<file path="src/rtl/lcr_pkg.sv">
package lcr_pkg;

    // Host offsets whose meaning the rest of the controller relies on
    localparam int unsigned HOST_ADDR_W  = 3;
    localparam int unsigned HOST_DATA_W  = 8;
    localparam int unsigned BANK_IDX_W   = 2;
    localparam int unsigned OFS_SHARED   = 3;
    localparam int unsigned OFS_SHADOW   = 1;
    localparam int unsigned BANK_SHADOW  = 3;

    // Framing field layout (bit positions are decoded by the serial engines)
    localparam int unsigned FLD_LEN_LO   = 0;
    localparam int unsigned FLD_STOP     = 2;
    localparam int unsigned FLD_PAR_EN   = 3;
    localparam int unsigned FLD_EVEN     = 4;
    localparam int unsigned FLD_STICK    = 5;
    localparam int unsigned FLD_BREAK    = 6;

    typedef struct packed {
        logic       brk;
        logic       stick;
        logic       even;
        logic       par_en;
        logic       stop_long;
        logic [1:0] char_len;
    } fmt_fields_t;

endpackage

</file>
<file path="src/rtl/lcr_wr_ctrl.sv">
module lcr_wr_ctrl #(
    parameter int unsigned ADDR_W     = lcr_pkg::HOST_ADDR_W,
    parameter int unsigned DATA_W     = lcr_pkg::HOST_DATA_W,
    parameter int unsigned SHARED_OFS = lcr_pkg::OFS_SHARED
) (
    input  logic              wr_en,
    input  logic [ADDR_W-1:0] addr,
    input  logic [DATA_W-1:0] wdata,
    input  logic [DATA_W-1:0] link_q,
    input  logic [DATA_W-1:0] bsel_q,
    output logic [DATA_W-1:0] link_d,
    output logic [DATA_W-1:0] bsel_d
);
    localparam int unsigned SEL_BIT = DATA_W - 1;
    localparam logic [ADDR_W-1:0] SHARED_A = ADDR_W'(SHARED_OFS);

    logic hit_shared;
    logic keep_link;

    always_comb begin
        hit_shared = wr_en && (addr == SHARED_A);
        // Bit 7 set: selector-only write, framing is protected
        keep_link  = wdata[SEL_BIT];

        link_d = link_q;
        bsel_d = bsel_q;
        if (hit_shared) begin
            bsel_d = wdata;
            if (!keep_link) begin
                link_d = wdata;
            end
        end
    end

endmodule

</file>
<file path="src/rtl/lcr_bank_dec.sv">
module lcr_bank_dec #(
    parameter int unsigned DATA_W = lcr_pkg::HOST_DATA_W,
    parameter int unsigned BANK_W = lcr_pkg::BANK_IDX_W
) (
    input  logic [DATA_W-1:0] bsel_q,
    output logic [BANK_W-1:0] bank_idx
);
    localparam int unsigned SEL_BIT = DATA_W - 1;
    localparam logic [BANK_W-1:0] BANK_ZERO = '0;
    localparam logic [BANK_W-1:0] BANK_ONE  = BANK_W'(1);

    logic [BANK_W-1:0] low_field;

    always_comb begin
        low_field = bsel_q[BANK_W-1:0];
        if (!bsel_q[SEL_BIT]) begin
            bank_idx = BANK_ZERO;
        end else if (low_field == BANK_ZERO) begin
            bank_idx = BANK_ONE;
        end else begin
            bank_idx = low_field;
        end
    end

endmodule

</file>
<file path="src/rtl/lcr_rd_mux.sv">
module lcr_rd_mux #(
    parameter int unsigned ADDR_W      = lcr_pkg::HOST_ADDR_W,
    parameter int unsigned DATA_W      = lcr_pkg::HOST_DATA_W,
    parameter int unsigned BANK_W      = lcr_pkg::BANK_IDX_W,
    parameter int unsigned SHARED_OFS  = lcr_pkg::OFS_SHARED,
    parameter int unsigned SHADOW_OFS  = lcr_pkg::OFS_SHADOW,
    parameter int unsigned SHADOW_BANK = lcr_pkg::BANK_SHADOW
) (
    input  logic              rd_en,
    input  logic [ADDR_W-1:0] addr,
    input  logic [BANK_W-1:0] bank_idx,
    input  logic [DATA_W-1:0] link_q,
    input  logic [DATA_W-1:0] bsel_q,
    input  logic [DATA_W-1:0] rdata_q,
    output logic [DATA_W-1:0] rdata_d
);
    localparam logic [ADDR_W-1:0] SHARED_A = ADDR_W'(SHARED_OFS);
    localparam logic [ADDR_W-1:0] SHADOW_A = ADDR_W'(SHADOW_OFS);
    localparam logic [BANK_W-1:0] SHADOW_B = BANK_W'(SHADOW_BANK);

    logic [DATA_W-1:0] sel_val;

    always_comb begin
        if (addr == SHARED_A) begin
            sel_val = bsel_q;
        end else if ((addr == SHADOW_A) && (bank_idx == SHADOW_B)) begin
            sel_val = link_q;
        end else begin
            sel_val = '0;
        end
        rdata_d = rd_en ? sel_val : rdata_q;
    end

endmodule

</file>
<file path="src/rtl/lcr_fmt_unpack.sv">
module lcr_fmt_unpack #(
    parameter int unsigned DATA_W = lcr_pkg::HOST_DATA_W
) (
    input  logic [DATA_W-1:0]   link_q,
    input  logic                cir_mode,
    output lcr_pkg::fmt_fields_t fmt
);
    import lcr_pkg::*;

    fmt_fields_t raw;

    always_comb begin
        raw.char_len  = link_q[FLD_LEN_LO +: 2];
        raw.stop_long = link_q[FLD_STOP];
        raw.par_en    = link_q[FLD_PAR_EN];
        raw.even      = link_q[FLD_EVEN];
        raw.stick     = link_q[FLD_STICK];
        raw.brk       = link_q[FLD_BREAK];
        // Framing fields have no meaning in consumer-IR mode
        fmt = cir_mode ? '0 : raw;
    end

endmodule

</file>
<file path="src/rtl/lcr_bank_regs.sv">
module lcr_bank_regs #(
    parameter int unsigned ADDR_W      = lcr_pkg::HOST_ADDR_W,
    parameter int unsigned DATA_W      = lcr_pkg::HOST_DATA_W,
    parameter int unsigned BANK_W      = lcr_pkg::BANK_IDX_W,
    parameter int unsigned SHARED_OFS  = lcr_pkg::OFS_SHARED,
    parameter int unsigned SHADOW_OFS  = lcr_pkg::OFS_SHADOW,
    parameter int unsigned SHADOW_BANK = lcr_pkg::BANK_SHADOW
) (
    input  logic              clk,
    input  logic              rst_n,
    input  logic              host_wr,
    input  logic              host_rd,
    input  logic [ADDR_W-1:0] host_addr,
    input  logic [DATA_W-1:0] host_wdata,
    output logic [DATA_W-1:0] host_rdata,
    input  logic              cir_mode,
    output logic [BANK_W-1:0] bank_idx,
    output logic [1:0]        fmt_char_len,
    output logic              fmt_stop_long,
    output logic              fmt_par_en,
    output logic              fmt_par_even,
    output logic              fmt_par_stick,
    output logic              fmt_break
);
    localparam int unsigned SEL_BIT = DATA_W - 1;
    localparam logic [ADDR_W-1:0] SHARED_A = ADDR_W'(SHARED_OFS);

    typedef struct packed {
        logic [DATA_W-1:0] link;
        logic [DATA_W-1:0] bsel;
        logic [DATA_W-1:0] rdata;
    } state_t;

    state_t st_d, st_q;

    logic [DATA_W-1:0]     link_nx, bsel_nx, rdata_nx;
    lcr_pkg::fmt_fields_t  fmt;

    lcr_wr_ctrl #(
        .ADDR_W     (ADDR_W),
        .DATA_W     (DATA_W),
        .SHARED_OFS (SHARED_OFS)
    ) wr_ctrl_i (
        .wr_en  (host_wr),
        .addr   (host_addr),
        .wdata  (host_wdata),
        .link_q (st_q.link),
        .bsel_q (st_q.bsel),
        .link_d (link_nx),
        .bsel_d (bsel_nx)
    );

    lcr_bank_dec #(
        .DATA_W (DATA_W),
        .BANK_W (BANK_W)
    ) bank_dec_i (
        .bsel_q   (st_q.bsel),
        .bank_idx (bank_idx)
    );

    lcr_rd_mux #(
        .ADDR_W      (ADDR_W),
        .DATA_W      (DATA_W),
        .BANK_W      (BANK_W),
        .SHARED_OFS  (SHARED_OFS),
        .SHADOW_OFS  (SHADOW_OFS),
        .SHADOW_BANK (SHADOW_BANK)
    ) rd_mux_i (
        .rd_en    (host_rd),
        .addr     (host_addr),
        .bank_idx (bank_idx),
        .link_q   (st_q.link),
        .bsel_q   (st_q.bsel),
        .rdata_q  (st_q.rdata),
        .rdata_d  (rdata_nx)
    );

    lcr_fmt_unpack #(
        .DATA_W (DATA_W)
    ) fmt_unpack_i (
        .link_q   (st_q.link),
        .cir_mode (cir_mode),
        .fmt      (fmt)
    );

    always_comb begin
        st_d       = st_q;
        st_d.link  = link_nx;
        st_d.bsel  = bsel_nx;
        st_d.rdata = rdata_nx;
    end

    always_ff @(posedge clk or negedge rst_n) begin
        if (!rst_n) begin
            st_q <= '0;
        end else begin
            st_q <= st_d;
        end
    end

    assign host_rdata    = st_q.rdata;
    assign fmt_char_len  = fmt.char_len;
    assign fmt_stop_long = fmt.stop_long;
    assign fmt_par_en    = fmt.par_en;
    assign fmt_par_even  = fmt.even;
    assign fmt_par_stick = fmt.stick;
    assign fmt_break     = fmt.brk;

    // ---------------- assertions ----------------

    // a shared-offset write always loads the bank selector
    p_bsel_load_r2: assert property (@(posedge clk) disable iff (!rst_n)
        (host_wr && host_addr == SHARED_A) |=> (st_q.bsel == $past(host_wdata)));

    // a selector-only write leaves the framing value untouched
    p_link_kept_r3: assert property (@(posedge clk) disable iff (!rst_n)
        (host_wr && host_addr == SHARED_A && host_wdata[SEL_BIT])
            |=> (st_q.link == $past(st_q.link)));

    // a read at the shared offset returns the selector seen before the edge
    p_rd_shared_r4: assert property (@(posedge clk) disable iff (!rst_n)
        (host_rd && host_addr == SHARED_A) |=> (host_rdata == $past(st_q.bsel)));

    // writes away from the shared offset change nothing
    p_other_wr_ignored_r6: assert property (@(posedge clk) disable iff (!rst_n)
        (host_wr && host_addr != SHARED_A)
            |=> ($stable(st_q.link) && $stable(st_q.bsel)));

    // selector bit 7 clear means bank 0
    p_bank0_r7: assert property (@(posedge clk) disable iff (!rst_n)
        (!st_q.bsel[SEL_BIT]) |-> (bank_idx == '0));

    // consumer-IR mode silences every framing output
    p_cir_quiet_r9: assert property (@(posedge clk) disable iff (!rst_n)
        cir_mode |-> (fmt_char_len == 2'b00 && !fmt_stop_long && !fmt_par_en
                      && !fmt_par_even && !fmt_par_stick && !fmt_break));

    // without a read strobe the read data holds
    p_rdata_hold_r4: assert property (@(posedge clk) disable iff (!rst_n)
        (!host_rd) |=> $stable(host_rdata));

endmodule

</file>
<file path="config.mk">
export PLATFORM = sky130hd
export DESIGN_NAME = lcr_bank_regs
export DESIGN_NICKNAME = d
export VERILOG_FILES = /design/src/rtl/lcr_pkg.sv /design/src/rtl/lcr_wr_ctrl.sv /design/src/rtl/lcr_bank_dec.sv /design/src/rtl/lcr_rd_mux.sv /design/src/rtl/lcr_fmt_unpack.sv /design/src/rtl/lcr_bank_regs.sv
export SDC_FILE = /design/constraint.sdc
export NUM_CORES = 1
export LEC_CHECK = 0
export BUFFER_PORTS_ARGS = -buffer_cell sky130_fd_sc_hd__buf_2
export CORE_MARGIN = 8
export CORE_UTILIZATION = 54
export CTS_CLUSTER_SIZE = 20
export DETAILED_ROUTE_END_ITERATION = 8
export GPL_TIMING_DRIVEN = 0
export PLACE_DENSITY_LB_ADDON = 0.05
export SLEW_MARGIN = 10
export SYNTH_ARGS = -nofsm -noshare
export SYNTH_HDL_FRONTEND = slang
export SYNTH_HIERARCHICAL = 1
export SYNTH_SLANG_ARGS = --single-unit
</file>
<file path="constraint.sdc">
create_clock -name clk -period 2.6 [get_ports clk]
set_input_delay 0.26 -clock clk [delete_from_list [all_inputs] [get_ports clk]]
set_output_delay 0.26 -clock clk [all_outputs]
set_load 0.02 [all_outputs]
</file>
==> results_dict.tcl <==
set metrics [dict create \
    worst_r2r_path_depth 5 \
    synthesis.area_um2 1145 \
    diodes_inserted 0 \
    nets_in_the_synthesized_netlist 108 \
    synth_edf_count 0 \
    setup.worst_path.end_class "flop" \
    worstHoldEndpoint "st_q[17]" \
    timing.final.hold_violations 0 \
    post-layout-total-power_uw 881.7 \
    dr_total_vias 812 \
    first_pass_iters 4 \
    design.die.area_um2 3850 \
    pins_over_slew_limit 0 \
    timing.final.crit_share_pct 52.66 \
    min_path_cells 2 \
    place.port_buffers 31 \
    grt_pass1_wl_um 3650 \
    criticalPathCategory "reg2reg" \
    ioPinCount 33 \
    timing.setup.tns_ns 0 \
    drcViolationCount 0 \
    wl_um 2335 \
    leakagePower_uw 0.0006977 \
    pin_count_of_the_biggest_net_entering_global_routing 25 \
    worst_r2r_endpoint "host_rdata[1]" \
    worstSetupStartpoint "st_q[15]" \
    core_region_area_um2 1982 \
    tritoncts "yes" \
    die-height_um 62.05 \
    wl_per_cell_um 15.06 \
    placement.setup.worst_slack_ns 1.182 \
    clk_latency_ns 0.31 \
    cp_data_arrival_time_ns 1.57 \
    die_boundary_width_um 62.05 \
    antenna_left 0 \
    min_period_ns 1.369 \
    async_flop_share_pct 100.0 \
    maxCapViolCount 0 \
    synth_top_area_cell "sky130_fd_sc_hd__dfrtp_1" \
    final_wtd_congestion 0.7875 \
    postLayoutSetupSlackWorst_ns 1.231 \
    timing.hold.worst.class "in2reg" \
    worst_ir_drop_vdd_mv 0.4702 \
    global_route.overflow_total 0 \
    ys.flop_type "sky130_fd_sc_hd__dfrtp_1" \
    final_layout_size_suffix_gt1_share_pct 51.56 \
    critical_path_required_ns 2.80 \
    cts_inserted_buffers 3 \
    worstMarginPinSlew_ns 0.5054 \
    layout-area-overhead-vs-synth_pct 20.55 \
    ys_ff_latch 24 \
    path_max_fanout 8 \
    power_per_cell_area_nw_per_um2 638.9 \
    cts_root_buf "sky130_fd_sc_hd__clkbuf_4" \
    clk_path_buf_depth 2 \
    vias_per_inst 5.239 \
    relSlewSlack_pct 66.30 \
    hold_path_startpoint "host_wdata[1]" \
    rows 16 \
    regToRegSetupSlack_ns 1.23 \
    synth_area_per_cell_um2 12.44 \
    regToRegStartpoint "st_q[15]" \
    netlist_top_cells_area "sky130_fd_sc_hd__dfrtp_1 (52%), sky130_fd_sc_hd__mux2_2 (15%), sky130_fd_sc_hd__a32oi_1 (6.1%), sky130_fd_sc_hd__buf_4 (5.2%), sky130_fd_sc_hd__nor2b_1 (4.4%)" \
    grt_setup_unrepaired "false" \
    clock_skew_ns 0.005534 \
    synth.top_cell.area_share_pct 52.46 \
    layout.nets 145 \
    clock_sinks 24 \
    layout_commonest_cell "sky130_fd_sc_hd__buf_2" \
    groute.usage.overall_pct 13.17 \
    synth-seq-area-share_pct 52.46 \
    setup.worst_path.start_class "flop" \
    setup_viol_count_final 0 \
    clk_pin_slew_ns 0.12 \
    synthesis.instances 92 \
    initial_cell_density_of_the_core_pct 57.77 \
    cts_h_tree_lvls 1 \
    max_clock_freq_mhz 730.4 \
    synthesis.yosys.warnings 6 \
    mostFrequentLayoutCells "sky130_fd_sc_hd__buf_2 (33), sky130_fd_sc_hd__dfrtp_1 (24), sky130_fd_sc_hd__mux2_2 (15)" \
    grt_pass1_vias 834 \
    run_status "finished, final reports clean" \
    synthDistinctLibCells 17 \
    antenna_found_initial 0 \
    initial_drc_count 24 \
]
critical path, cell delays in order, from the launching register on:
cell and delay (ns):
sky130_fd_sc_hd__dfrtp_1 0.44, sky130_fd_sc_hd__and2_1 0.19, sky130_fd_sc_hd__and3b_1 0.17, sky130_fd_sc_hd__buf_6 0.13, sky130_fd_sc_hd__a32oi_1 0.23, sky130_fd_sc_hd__a21oi_1 0.10
area by class of cell:
type	instances	area, um2
Inverter	1	3.754
Buffer	13	97.59
Sequential cell	24	600.6
Clock buffer	4	36.28
Timing Repair Buffer	32	165.2
Fill cell	161	601.8
Multi-Input combinational cell	54	442.9
Tap cell	27	33.78
worst max path at each step:
stage	endpoint	slack, ns	depth (start not counted)
finish	host_rdata[1]	1.23	5
global route	bank_idx[0]	1.14	3
CTS	bank_idx[0]	1.21	2
detailed placement	st_q[19]	1.18	4
global placement	st_q[21]	1.21	4
floorplan	host_rdata[0]	1.20	6
kinds of logic (layout without fill, tap and decap cells):
| group | after synthesis | count (layout) | synth area share, % |
|---|---|---|---|
| and+or+nand+nor | 22 | 22 | 13.66 |
| buffers and inverters | 14 | 50 | 8.852 |
| DFF | 24 | 24 | 52.46 |
| muxes | 15 | 15 | 14.75 |
| AOI/OAI and AO/OA | 17 | 17 | 10.27 |
cells in the mapped netlist (2+ instances only):
cell type / n
sky130_fd_sc_hd__a32oi_1: 8
sky130_fd_sc_hd__nor2_1: 8
sky130_fd_sc_hd__buf_2: 2
sky130_fd_sc_hd__and3b_1: 2
sky130_fd_sc_hd__buf_4: 8
sky130_fd_sc_hd__dfrtp_1: 24
sky130_fd_sc_hd__buf_6: 2
sky130_fd_sc_hd__nor2b_1: 8
sky130_fd_sc_hd__a21oi_1: 8
sky130_fd_sc_hd__mux2_2: 15
where the power goes:
group / internal [uW] / switching, uW
combinational: 108 / 110
sequential: 435 / 41.1
clock: 85.6 / 102
total: 629 / 253
state kept, by name (all words and copies together), names as in the netlist:
register    count
host_rdata      8
st_q           16
what timing repair did:
action / CTS / global route
resized for setup: 0 / 0
buffers inserted: 0 / 0
hold buffers: 1 / 0
hold endpoints to repair: 24 / 0
metal layers:
layer	vias to the layer above	track usage, %	share of wire, %
met5	-	0	0
met4	0	6.818	2.5
met3	8	2.881	6.2
li1	393	-	-
met2	26	22.57	51
met1	385	14.94	41
per-stage QoR:
stage | std cells | hold WS [ns] | utilization [%] | cell area [um2]
finish | 155 | 0.1843 | 69.63 | 1380
global route | 155 | 0.1619 | 69.63 | 1380
CTS | 155 | 0.1666 | 69.63 | 1380
detailed placement | 150 | 0.2629 | 67.30 | 1334
global placement | 150 | 0.2589 | 67.30 | 1334
floorplan | 92 | -0.03559 | - | 1145
No activity file was read; power rests on OpenSTA's default activity.
